### config.mk
export PLATFORM = sky130hd
export DESIGN_NAME = io_lane_adapter
export DESIGN_NICKNAME = d
export VERILOG_FILES = /design/src/rtl/io_lane_adapter.sv
export SDC_FILE = /design/constraint.sdc
export NUM_CORES = 1
export LEC_CHECK = 0
export ABC_AREA = 1
export ABC_CLOCK_PERIOD_IN_PS = 5600
export BUFFER_PORTS_ARGS = -buffer_cell sky130_fd_sc_hd__buf_2
export CORE_MARGIN = 5
export CORE_UTILIZATION = 49
export CTS_BUF_LIST = sky130_fd_sc_hd__clkbuf_8
export CTS_CLUSTER_DIAMETER = 60
export DETAILED_ROUTE_END_ITERATION = 10
export PLACE_DENSITY = 0.89
export SLEW_MARGIN = 0
export SYNTH_ARGS = -nofsm -noshare
export SYNTH_HDL_FRONTEND = slang
export SYNTH_SLANG_ARGS = --single-unit
export TNS_END_PERCENT = 20
### constraint.sdc
create_clock -name clk -period 5.6 [get_ports clk]
set_input_delay 0.28 -clock clk [delete_from_list [all_inputs] [get_ports clk]]
set_output_delay 0.28 -clock clk [all_outputs]
set_load 0.05 [all_outputs]
### src/rtl/io_lane_adapter.sv
module io_lane_adapter #(
  parameter int AW           = 7,
  parameter int DW           = 32,
  parameter int CORE_END     = 64,
  parameter int DMA_END      = 96,
  parameter int CTL_ADDR     = 112,
  parameter int CTL_SPAN_END = 116,
  localparam int BYTES = DW / 8,
  localparam int OW    = $clog2(BYTES),
  localparam int SW    = OW + 1,
  localparam int CIW   = $clog2(CORE_END / BYTES),
  localparam int DIW   = $clog2((DMA_END - CORE_END) / BYTES)
) (
  input  logic           clk,
  input  logic           rst_n,
  input  logic           host_req,
  input  logic           host_we,
  input  logic [AW-1:0]  host_addr,
  input  logic [SW-1:0]  host_size,
  input  logic [DW-1:0]  host_wdata,
  output logic [DW-1:0]  host_rdata,
  output logic           host_rvalid,
  output logic [CIW-1:0] core_idx,
  output logic           core_wr,
  output logic           core_rd,
  input  logic [DW-1:0]  core_rdata,
  output logic [DIW-1:0] dma_idx,
  output logic           dma_wr,
  output logic           dma_rd,
  input  logic [DW-1:0]  dma_rdata,
  output logic           ctl_wr,
  output logic           ctl_rd,
  input  logic [DW-1:0]  ctl_rdata,
  output logic [DW-1:0]  tgt_wdata
);
  localparam logic [AW-1:0] CORE_END_A = AW'(CORE_END);
  localparam logic [AW-1:0] DMA_END_A  = AW'(DMA_END);
  localparam logic [AW-1:0] CTL_A      = AW'(CTL_ADDR);
  localparam logic [AW-1:0] CTL_SPAN_A = AW'(CTL_SPAN_END);
  localparam logic [SW-1:0] FULL       = SW'(BYTES);

  logic [OW-1:0] off;
  logic [AW-1:0] al;
  logic          size_ok, rd_acc, wr_acc;
  logic [DW-1:0] lane_mask, cur, sel;
  logic [OW-1:0] wsh_b;

  assign off     = host_addr[OW-1:0];
  assign al      = {host_addr[AW-1:OW], {OW{1'b0}}};
  assign size_ok = (host_size != '0) && (host_size <= FULL);
  assign rd_acc  = host_req && !host_we && size_ok;
  assign wr_acc  = host_req && host_we && size_ok;

  always_comb
    for (int b = 0; b < BYTES; b++)
      lane_mask[8*b +: 8] = {8{SW'(b) < host_size}};

  assign core_idx = host_addr[OW +: CIW];
  assign dma_idx  = host_addr[OW +: DIW];

  logic rd_core, rd_dma, rd_ctl, wr_core, wr_dma, wr_ctl, mg_ctl;
  assign rd_core = host_addr < CORE_END_A;
  assign rd_dma  = !rd_core && (host_addr < DMA_END_A);
  assign rd_ctl  = host_addr == CTL_A;
  assign wr_core = al < CORE_END_A;
  assign wr_dma  = !wr_core && (al < DMA_END_A);
  assign wr_ctl  = al == CTL_A;
  assign mg_ctl  = !wr_core && !wr_dma && (al < CTL_SPAN_A);

  assign core_rd = rd_acc && rd_core;
  assign dma_rd  = rd_acc && rd_dma;
  assign ctl_rd  = rd_acc && rd_ctl;
  assign core_wr = wr_acc && wr_core;
  assign dma_wr  = wr_acc && wr_dma;
  assign ctl_wr  = wr_acc && wr_ctl;

  assign cur = wr_core ? core_rdata :
               wr_dma  ? dma_rdata  :
               mg_ctl  ? ctl_rdata  : '0;

  assign wsh_b     = OW'(0) - off;
  assign tgt_wdata = ((host_wdata & lane_mask) << {wsh_b, 3'b000}) |
                     (cur & ~(lane_mask << {wsh_b, 3'b000}));

  assign sel = rd_core ? core_rdata :
               rd_dma  ? dma_rdata  :
               rd_ctl  ? ctl_rdata  : '0;

  always_ff @(posedge clk or negedge rst_n)
    if (!rst_n) begin
      host_rvalid <= 1'b0;
      host_rdata  <= '0;
    end else begin
      host_rvalid <= rd_acc;
      if (rd_acc) host_rdata <= (sel >> {off, 3'b000}) & lane_mask;
    end

  a_r7_single_strobe: assert property (@(posedge clk) disable iff (!rst_n)
    $onehot0({core_wr, dma_wr, ctl_wr, core_rd, dma_rd, ctl_rd}));

  a_r7_read_strobe_only_on_read: assert property (@(posedge clk) disable iff (!rst_n)
    (core_rd || dma_rd || ctl_rd) |-> (host_req && !host_we));

  a_r7_write_strobe_only_on_write: assert property (@(posedge clk) disable iff (!rst_n)
    (core_wr || dma_wr || ctl_wr) |-> (host_req && host_we));

  a_r8_bad_size_quiet: assert property (@(posedge clk) disable iff (!rst_n)
    (host_size == '0 || host_size > FULL) |->
      !(core_wr || dma_wr || ctl_wr || core_rd || dma_rd || ctl_rd));

  a_r2_response_follows_read: assert property (@(posedge clk) disable iff (!rst_n)
    (host_req && !host_we && host_size != '0 && host_size <= FULL) |=> host_rvalid);

  a_r2_no_spurious_response: assert property (@(posedge clk) disable iff (!rst_n)
    !(host_req && !host_we) |=> !host_rvalid);

  a_r2_byte_read_zero_extended: assert property (@(posedge clk) disable iff (!rst_n)
    (host_req && !host_we && host_size == SW'(1)) |=> (host_rdata[DW-1:8] == '0));

  a_r1_undecoded_read_zero: assert property (@(posedge clk) disable iff (!rst_n)
    (host_req && !host_we && host_size != '0 && host_size <= FULL &&
     host_addr >= DMA_END_A && host_addr != CTL_A) |=> (host_rdata == '0));

  a_r3_full_word_passthrough: assert property (@(posedge clk) disable iff (!rst_n)
    (host_req && host_we && host_size == FULL && host_addr[OW-1:0] == '0) |->
      (tgt_wdata == host_wdata));

  a_r6_unmapped_write_dropped: assert property (@(posedge clk) disable iff (!rst_n)
    (host_req && host_we && host_addr >= DMA_END_A && host_addr[AW-1:OW] != CTL_A[AW-1:OW]) |->
      !(core_wr || dma_wr || ctl_wr));
endmodule

== Word level (Yosys, flattened, before mapping) ==
Cells that the tools add are included.
Operators by class
  add/sub/neg operators: 1
  magnitude comparators: 10
  equal/unequal tests: 2
  shift operators: 3
  muxes and demuxes: 6
  bitwise operators: 5
  reductions and logical operators: 20
Operator list (count)
  32-bit two-way mux: 6
  32-bit bitwise AND: 3
  32-bit by 5-bit << shifter with 32-bit output: 2
  7-bit < comparator, second input constant: 5
  32-bit inverter: 1
  32-bit OR: 1
  32-bit by 5-bit >> shifter with 32-bit output: 1
  1-bit logical AND: 15
  7-bit == test, second input constant: 1
  1-bit by 3-bit < comparator with 1-bit output, first input constant: 2
  2-bit by 3-bit < comparator with 1-bit output, first input constant: 2
  5-bit == test, second input constant: 1
  1-bit logical NOT: 4
  3-bit <= comparator, second input constant: 1
  3-bit nonzero test: 1
  1-bit by 2-bit subtractor with 2-bit output, first input constant: 1
Storage, ports and cells
  bits in registers: 33
  input bits: 142
  output and inout port bits: 78
  word-level logic and storage cells: 49

== Depth between registers and ports, before layout ==
Gate-level depths: netlist of the first run.
  depth in word-level cells: 11
  depth in mapped cells: 14
  gate-level depth less buffers: 10

== Worst setup path before layout of the first run ==
Ideal clock, no wire load.
  kind: input-to-output
  start point: in host_addr[1]
  end point: out tgt_wdata[24]
  arrival: 2863 ps
  required time: 5320 ps
  slack: 2457 ps
  stages: 8
  cell sequence: buf_2 > clkinv_1 > clkbuf_1 > ha_1 > clkbuf_1 > nand2_1 > o21ai_1 > o31ai_1
On the way
  cells in the longest elaborated chain, start to end: 5
  elaborated cells between the ends (all ways): 6
  classes of those cells: 1 x add/sub; 2 x shift; 3 x bitwise
RTL lines
  start: declaration: line 18  | input logic [AW-1:0] host_addr,
  1-bit by 2-bit subtractor with 2-bit output (*): line 81  | assign wsh_b = OW'(0) - off;
  32-bit by 5-bit << shifter with 32-bit output: line 83  | (cur & ~(lane_mask << {wsh_b, 3'b000}));
  32-bit inverter: line 83
  32-bit bitwise AND: line 83
  32-bit OR (*): line 82  | assign tgt_wdata = ((host_wdata & lane_mask) << {wsh_b, 3'b000}) |
  end: declaration: line 34  | output logic [DW-1:0] tgt_wdata
Mark *: on every way between the ends. The rest lies on a longest branch, timed or not.

== Final worst setup path of the first run ==
  start point: in host_addr[0]
  end point: out tgt_wdata[16]
The elaborated chain is that of the path after synthesis.

==> results of run 1 <==
critical path, delay by kind of cell:
kind            cells  cell delay (ps)
buf+inv             5             1670
fa+ha+maj           1              620
simple gates        3              360
compound gates      1              320
flip-flops by register name (all words and copies together) (netlist names):
register	count
host_rvalid	1
host_rdata	32
power breakdown:
| part | switching [W] | internal [W] | total (W) |
|---|---|---|---|
| registers | 0.0000194 | 0.000272 | 0.000291 |
| logic | 0.000525 | 0.000168 | 0.000692 |
| clock network | 0.0000929 | 0.0000844 | 0.000177 |
| total | 0.000637 | 0.000524 | 0.00116 |
Yosys cell counts:
| library cell | count |
|---|---|
| a211oi_1 | 1 |
| a21o_1 | 1 |
| a21oi_1 | 50 |
| a21oi_2 | 1 |
| a22oi_1 | 1 |
| buf_1 | 5 |
| buf_2 | 22 |
| buf_4 | 10 |
| clkbuf_1 | 15 |
| clkinv_1 | 1 |
| dfrtp_1 | 33 |
| ha_1 | 1 |
| inv_1 | 42 |
| inv_2 | 6 |
| nand2_1 | 214 |
| nand2_2 | 2 |
| nand3_1 | 133 |
| nand3_2 | 1 |
| nand4_1 | 1 |
| nor2_1 | 20 |
| nor2_2 | 3 |
| nor2_4 | 1 |
| nor3_2 | 1 |
| nor3_4 | 1 |
| nor4_1 | 1 |
| o211ai_1 | 3 |
| o21ai_0 | 18 |
| o21ai_1 | 14 |
| o22ai_1 | 30 |
| o31ai_1 | 16 |
| o32ai_1 | 3 |
final cells by class:
type                            instances  area (sq um)
Fill cell                             750          2550
Multi-Input combinational cell        517          2450
Timing Repair Buffer                  222          1120
Sequential cell                        33           826
Inverter                               49           184
Tap cell                               99           124
Clock buffer                            5          68.8
Clock inverter                          3          13.8
how the worst max path moves through the flow:
stage | cells after the start | slack (ps) | end | start
2_1_floorplan | 8 | 2460 | tgt_wdata[24] | host_addr[1]
3_3_place_gp | 10 | 2210 | tgt_wdata[18] | host_addr[0]
3_5_place_dp | 10 | 2130 | tgt_wdata[16] | host_addr[0]
4_1_cts | 10 | 2130 | tgt_wdata[22] | host_addr[0]
5_1_grt | 10 | 1820 | tgt_wdata[18] | host_addr[0]
6_report | 10 | 2050 | tgt_wdata[16] | host_addr[0]
layer usage:
layer / wire (microns) / up-vias
li1: - / 2557
met1: 6880 / 2532
met2: 8180 / 448
met4: 550 / 0
met5: 0 / -
met3: 2280 / 51
per-stage QoR:
step	instances	setup WS (ps)	hold slack (ps)	power, W
floorplan	651	2460	-15.6	0.000773
global placement	920	2210	351	0.000968
detailed placement	920	2130	376	0.000976
CTS	928	2130	67.4	0.00115
global route	928	1820	98.6	0.00121
finish	928	2050	49.5	0.00116
cells by family (layout without fill, tap and decap cells):
logic type / after synthesis / after routing
AO/OA/AOI/OAI: 138 / 138
adder cells (fa/ha/maj): 1 / 1
buffers and inverters: 101 / 279
flip-flops: 33 / 33
AND/OR/NAND/NOR: 378 / 378
==> out/results.ini, run 1 <==
[detailed_routing]
drc_errors=0
wl_microns=17900
ant_nets=0
drt_pre_antenna_iters=7
vias_per_cell=6.02
vias=5588
wire_per_inst_microns=19.3
dr.first_iter.drc_count=699

[clocking]
cts_buffer_depth=2
cts_max_level=2
clk_latency_ps=280
cts_made_buffers=5
cts.clk_slew.worst_paths_ps=70
ctsHoldBuffers=0
cts-root-buf=clkbuf_8
cts_resized=0
cts_sinks=33
cts_tree=built
post_cts_buffers=0

[timing]
setup_tns_ps=0
slew_violations=0
fin_crit_ps=3550
fin_crit_sh_pct=63.5
grt_setup_unrepaired=false
hold_viol_final=0
fmax_mhz=281
setup_viol=0
tightest_slew_ps=1300
fin_skew_ps=0
slew-limit-headroom_pct=13.0

[setup_path]
cp_slowest_cell=ha_1
r2r-end=host_rdata[28]$_DFFE_PN0P_
end_kind=output port
r2r_cells=2
critical_path_class=in -> out
worstPathCellList=buf_2 > buf_4 > inv_2 > ha_1 > inv_2 > nor2_2 > a21oi_2 > nand2_1 > nand3_1 > buf_2
cp_max_fo=55
arrival_ps=3270
critPathLaunchType=input pin
crit_required_ps=5320
r2r_start=host_rdata[28]$_DFFE_PN0P_
r2r_slack_ps=4930
slowest_delay_ps=620

[pwr]
ir_drop_v=0.000236
p_per_area_mw_per_mm2=243
p_leak_nw=2.63

[global_routing]
grt_pass1_wl_microns=27600
grt-ovfl-total=0
antenna_found_initial=0
grt_util_met1_pct=47.5
use_met3_pct=8.04
grt-busiest-layer=met2
grt_usage_pct=36.0
grt_pass1_vias=5227
grt_max_degree=56
use_met2_pct=58.8

[place]
gp_congestion=1.01
port_buffers=219
dp_hpwl_microns=14200
placed_area_sq_mm=0.00470

[logic_synthesis]
ys_warn_count=0
synth_area_leaders=dfrtp_1 22%, nand2_1 22%, nand3_1 18%, a21oi_1 6.7%, o22ai_1 5.1%
synthMuxAreaShare_pct=0
synth-seq-cells=33
synth_top_area_cell=dfrtp_1
synth_top_cell_area_share_pct=22.2
synth-seq-area-share_pct=22.2
synth_fa_ha_area_share_pct=0.337
synth_area_sq_mm=0.00372
synth-simple-area-share_pct=44.0
syn_avg_cell_area_sq_um=5.71
synth_compound_area_share_pct=21.5
synth_top_family_by_area=simple AND/OR/NAND/NOR gates
netlist_instances=651
synth_nets=794
synth-xor-area-share_pct=0
netlist-cell-type-count=31

[job]
max_cap_violations=0

[floorplanning]
io_pins=220
core_sq_mm=0.00733
fp.dieW_microns=97.1
dieArea_sq_mm=0.00943
die_h_microns=97.1
start_util_pct=50.7
rows=31

[outcome]
status=finished clean

[finish]
layout_commonest_cell=buf_2
utilization_pct=65.3
antennaDiodeCount=0
mostFrequentLayoutCells=219 x buf_2, 214 x nand2_1, 133 x nand3_1, 50 x a21oi_1, 43 x inv_1
nets=971
drive_above_1_share_pct=29.7
fin_area_sq_mm=0.00478
area_growth_pct=28.7

[min_path]
hold_path.class=in -> async

Note: power is estimated with default switching activity, not from simulation.
==> run 2: changes to the inputs <==
ABC_CLOCK_PERIOD_IN_PS = 3600   (was 5600)
CORE_UTILIZATION = 46   (was 49)
PLACE_DENSITY = 0.84   (was 0.89)
clock period = 3.6 ns   (was 5.6 ns; I/O delays follow)
==> run 2 against run 1 <==
Core utilization decreased by 2.8 points. Sequential power is 55% higher. Setup slack worse by 1400 ps. Clock skew unchanged. Register-to-register slack lost 2000 ps.
==> out/results.ini, run 2 (same netlist as run 1, synthesis figures left out) <==
[setup_path]
cp_slowest_cell=ha_1  ; unchanged
critPathLaunchType=input pin  ; unchanged
arrival_ps=2740  ; was 3270 ps
crit_top_cell=buf_2
end_kind=output port  ; unchanged
cp_max_fo=25  ; was 55
slowest_delay_ps=640  ; was 620 ps
crit_required_ps=3420  ; was 5320 ps
worstPathCellList=buf_2 > clkinv_1 > buf_4 > ha_1 > inv_2 > nor2_2 > a21oi_2 > nand2_1 > nand3_1 > buf_2  ; was buf_2 > buf_4 > inv_2 > ha_1 > inv_2 > nor2_2 > a21oi_2 > nand2_1 > nand3_1 > buf_2
critical_path_class=in -> out  ; unchanged

[clocking]
cts.clk_slew.worst_paths_ps=80  ; was 70 ps
cts_tree=built  ; unchanged
cts_max_level=2  ; unchanged
clk_latency_ps=280  ; about the same
cts_made_buffers=5  ; unchanged
cts_resized=0  ; unchanged
cts_buffer_depth=2  ; unchanged
cts_sinks=33  ; unchanged
cts-root-buf=clkbuf_8  ; unchanged

[pwr]
ir_drop_v=0.000410  ; was 0.000236 V
p_leak_nw=2.67  ; was 2.63 nW
pwr-share-seq_pct=23.9  ; was 25.1%
p_per_area_mw_per_mm2=387  ; was 243 mW/mm^2
p_int_w=0.000896  ; was 0.000524 W
combinationalPowerShare_pct=57.2  ; was 59.6%
p_switching_w=0.000989  ; was 0.000637 W
clock_power_share_pct=18.9  ; was 15.3%
p_sw_share_pct=52.5  ; was 54.9%

[finish]
nets=978  ; was 971
area_growth_pct=31.2  ; was 28.7%
fill_cells=803  ; was 750
largest_reg_flops=32  ; unchanged
antennaDiodeCount=0  ; unchanged
largest-register=host_rdata  ; unchanged
layout_commonest_cell=buf_2  ; unchanged
drive_above_1_share_pct=30.3  ; was 29.7%
multi_input_area_sq_mm=0.00245  ; unchanged
regArea_sq_um=826  ; unchanged
mostFrequentLayoutCells=219 x buf_2, 214 x nand2_1, 133 x nand3_1, 50 x a21oi_1, 42 x inv_1  ; was 219 x buf_2, 214 x nand2_1, 133 x nand3_1, 50 x a21oi_1, 43 x inv_1
reg.largest.list=host_rdata x32, host_rvalid x1  ; unchanged

[detailed_routing]
dr.first_iter.drc_count=541  ; was 699
drc_errors=0  ; unchanged
vias=5489  ; was 5,588
vias_per_cell=5.85  ; was 6.02
drt_pre_antenna_iters=7  ; unchanged
ant_nets=0  ; unchanged
wl_microns=17700  ; was 17,900 microns
wire_per_inst_microns=18.8  ; was 19.3 microns

[timing]
tightest_slew_ps=849  ; was 1300 ps
setup_viol=0  ; unchanged
slew_violations=0  ; unchanged
setup_tns_ps=0  ; unchanged
grt_setup_unrepaired=false  ; unchanged
slew-limit-headroom_pct=43.3  ; was 13.0%
whs_ps=271  ; was 49.5 ps
fin_skew_ps=0  ; unchanged
fin_crit_ps=2920
hold_viol_final=0  ; unchanged
fin_crit_sh_pct=81.1
fmax_mhz=343

[global_routing]
grt_max_degree=55  ; was 56
grt_pass1_wl_microns=26700  ; was 27,600 microns
grt_usage_pct=33.8  ; was 36.0%
grt_pass1_vias=5137  ; was 5,227
grt-ovfl-total=0  ; unchanged
antenna_found_initial=0  ; unchanged

[floorplanning]
rows=32  ; was 31
core_sq_mm=0.00781  ; was 0.00733 sq mm
die_h_microns=99.9  ; was 97.1 microns
fp.dieW_microns=99.9  ; was 97.1 microns
io_pins=220  ; unchanged
dieArea_sq_mm=0.00998  ; was 0.00943 sq mm
start_util_pct=47.6  ; was 50.7%

[outcome]
status=finished clean  ; unchanged

[place]
dp_hpwl_microns=14300  ; was 14,200 microns
port_buffers=219  ; unchanged
gp_congestion=0.987  ; was 1.01

[min_path]
hold_path.class=in -> reg  ; was in -> async

[job]
max_cap_violations=0  ; unchanged

==> run 2: area by class of cell <==
cell class | instances | share of cell area, %
clock inverter | 3 | 0.950
inverter | 49 | 3.77
clock buffer | 5 | 1.41
multi-input combinational | 517 | 50.2
sequential | 33 | 16.9
timing repair buffer | 229 | 24.1
tap | 102 | 2.62
==> run 2: timing repair <==
action	in CTS	in global routing
hold buffers	1	0
setup buffers	0	0
endpoints found under the hold margin	33	0
==> run 2: power by group through the flow <==
stage | logic, W | registers [W] | clock network, W
floorplan | 0.000560 | 0.000642 | 0
global placement | 0.00106 | 0.000453 | 0
detailed placement | 0.00107 | 0.000457 | 0
CTS | 0.00107 | 0.000450 | 0.000359
global route | 0.00114 | 0.000457 | 0.000378
finish | 0.00108 | 0.000450 | 0.000356
==> run 2: metal layers <==
layer | vias to the layer above | part of all wire (%) | GRT usage (%)
met5 | - | 0 | 0
met4 | 0 | 3.1 | 10.4
met3 | 54 | 12 | 6.25
met2 | 414 | 46 | 57.3
met1 | 2447 | 39 | 43.5
li1 | 2574 | - | -
==> run 2: through the flow <==
stage	utilization (%)	setup WS, ps	cell area (sq um)	power, W	instances
floorplan	-	657	3720	0.00120	651
global placement	60.8	912	4750	0.00151	929
detailed placement	60.8	774	4750	0.00152	929
CTS	62.4	759	4870	0.00188	938
global route	62.4	530	4870	0.00198	938
finish	62.4	681	4870	0.00188	938
==> run 2: critical path, delay by kind of cell <==
kind	cells	cell delay [ps]
buffers and inverters	5	1180
and+or+nand+nor	3	580
AOI/OAI and AO/OA	1	140
adders and majority gates	1	640
==> run 2: path summary, 6_finish.rpt <==
kind                                                  from                         end  slack [ps]  cells past startpoint
worst max-delay path                          host_addr[1]               tgt_wdata[20]         680                     10
worst min-delay path                               host_we       host_rvalid$_DFF_PN0_         270                      3
worst max register to register  host_rdata[29]$_DFFE_PN0P_  host_rdata[29]$_DFFE_PN0P_        2940                      2
worst min register to register  host_rdata[18]$_DFFE_PN0P_  host_rdata[18]$_DFFE_PN0P_         480                      2
max in group asynchronous                            rst_n   host_rdata[3]$_DFFE_PN0P_        2630                      2
min in group asynchronous                            rst_n  host_rdata[28]$_DFFE_PN0P_         500                      2
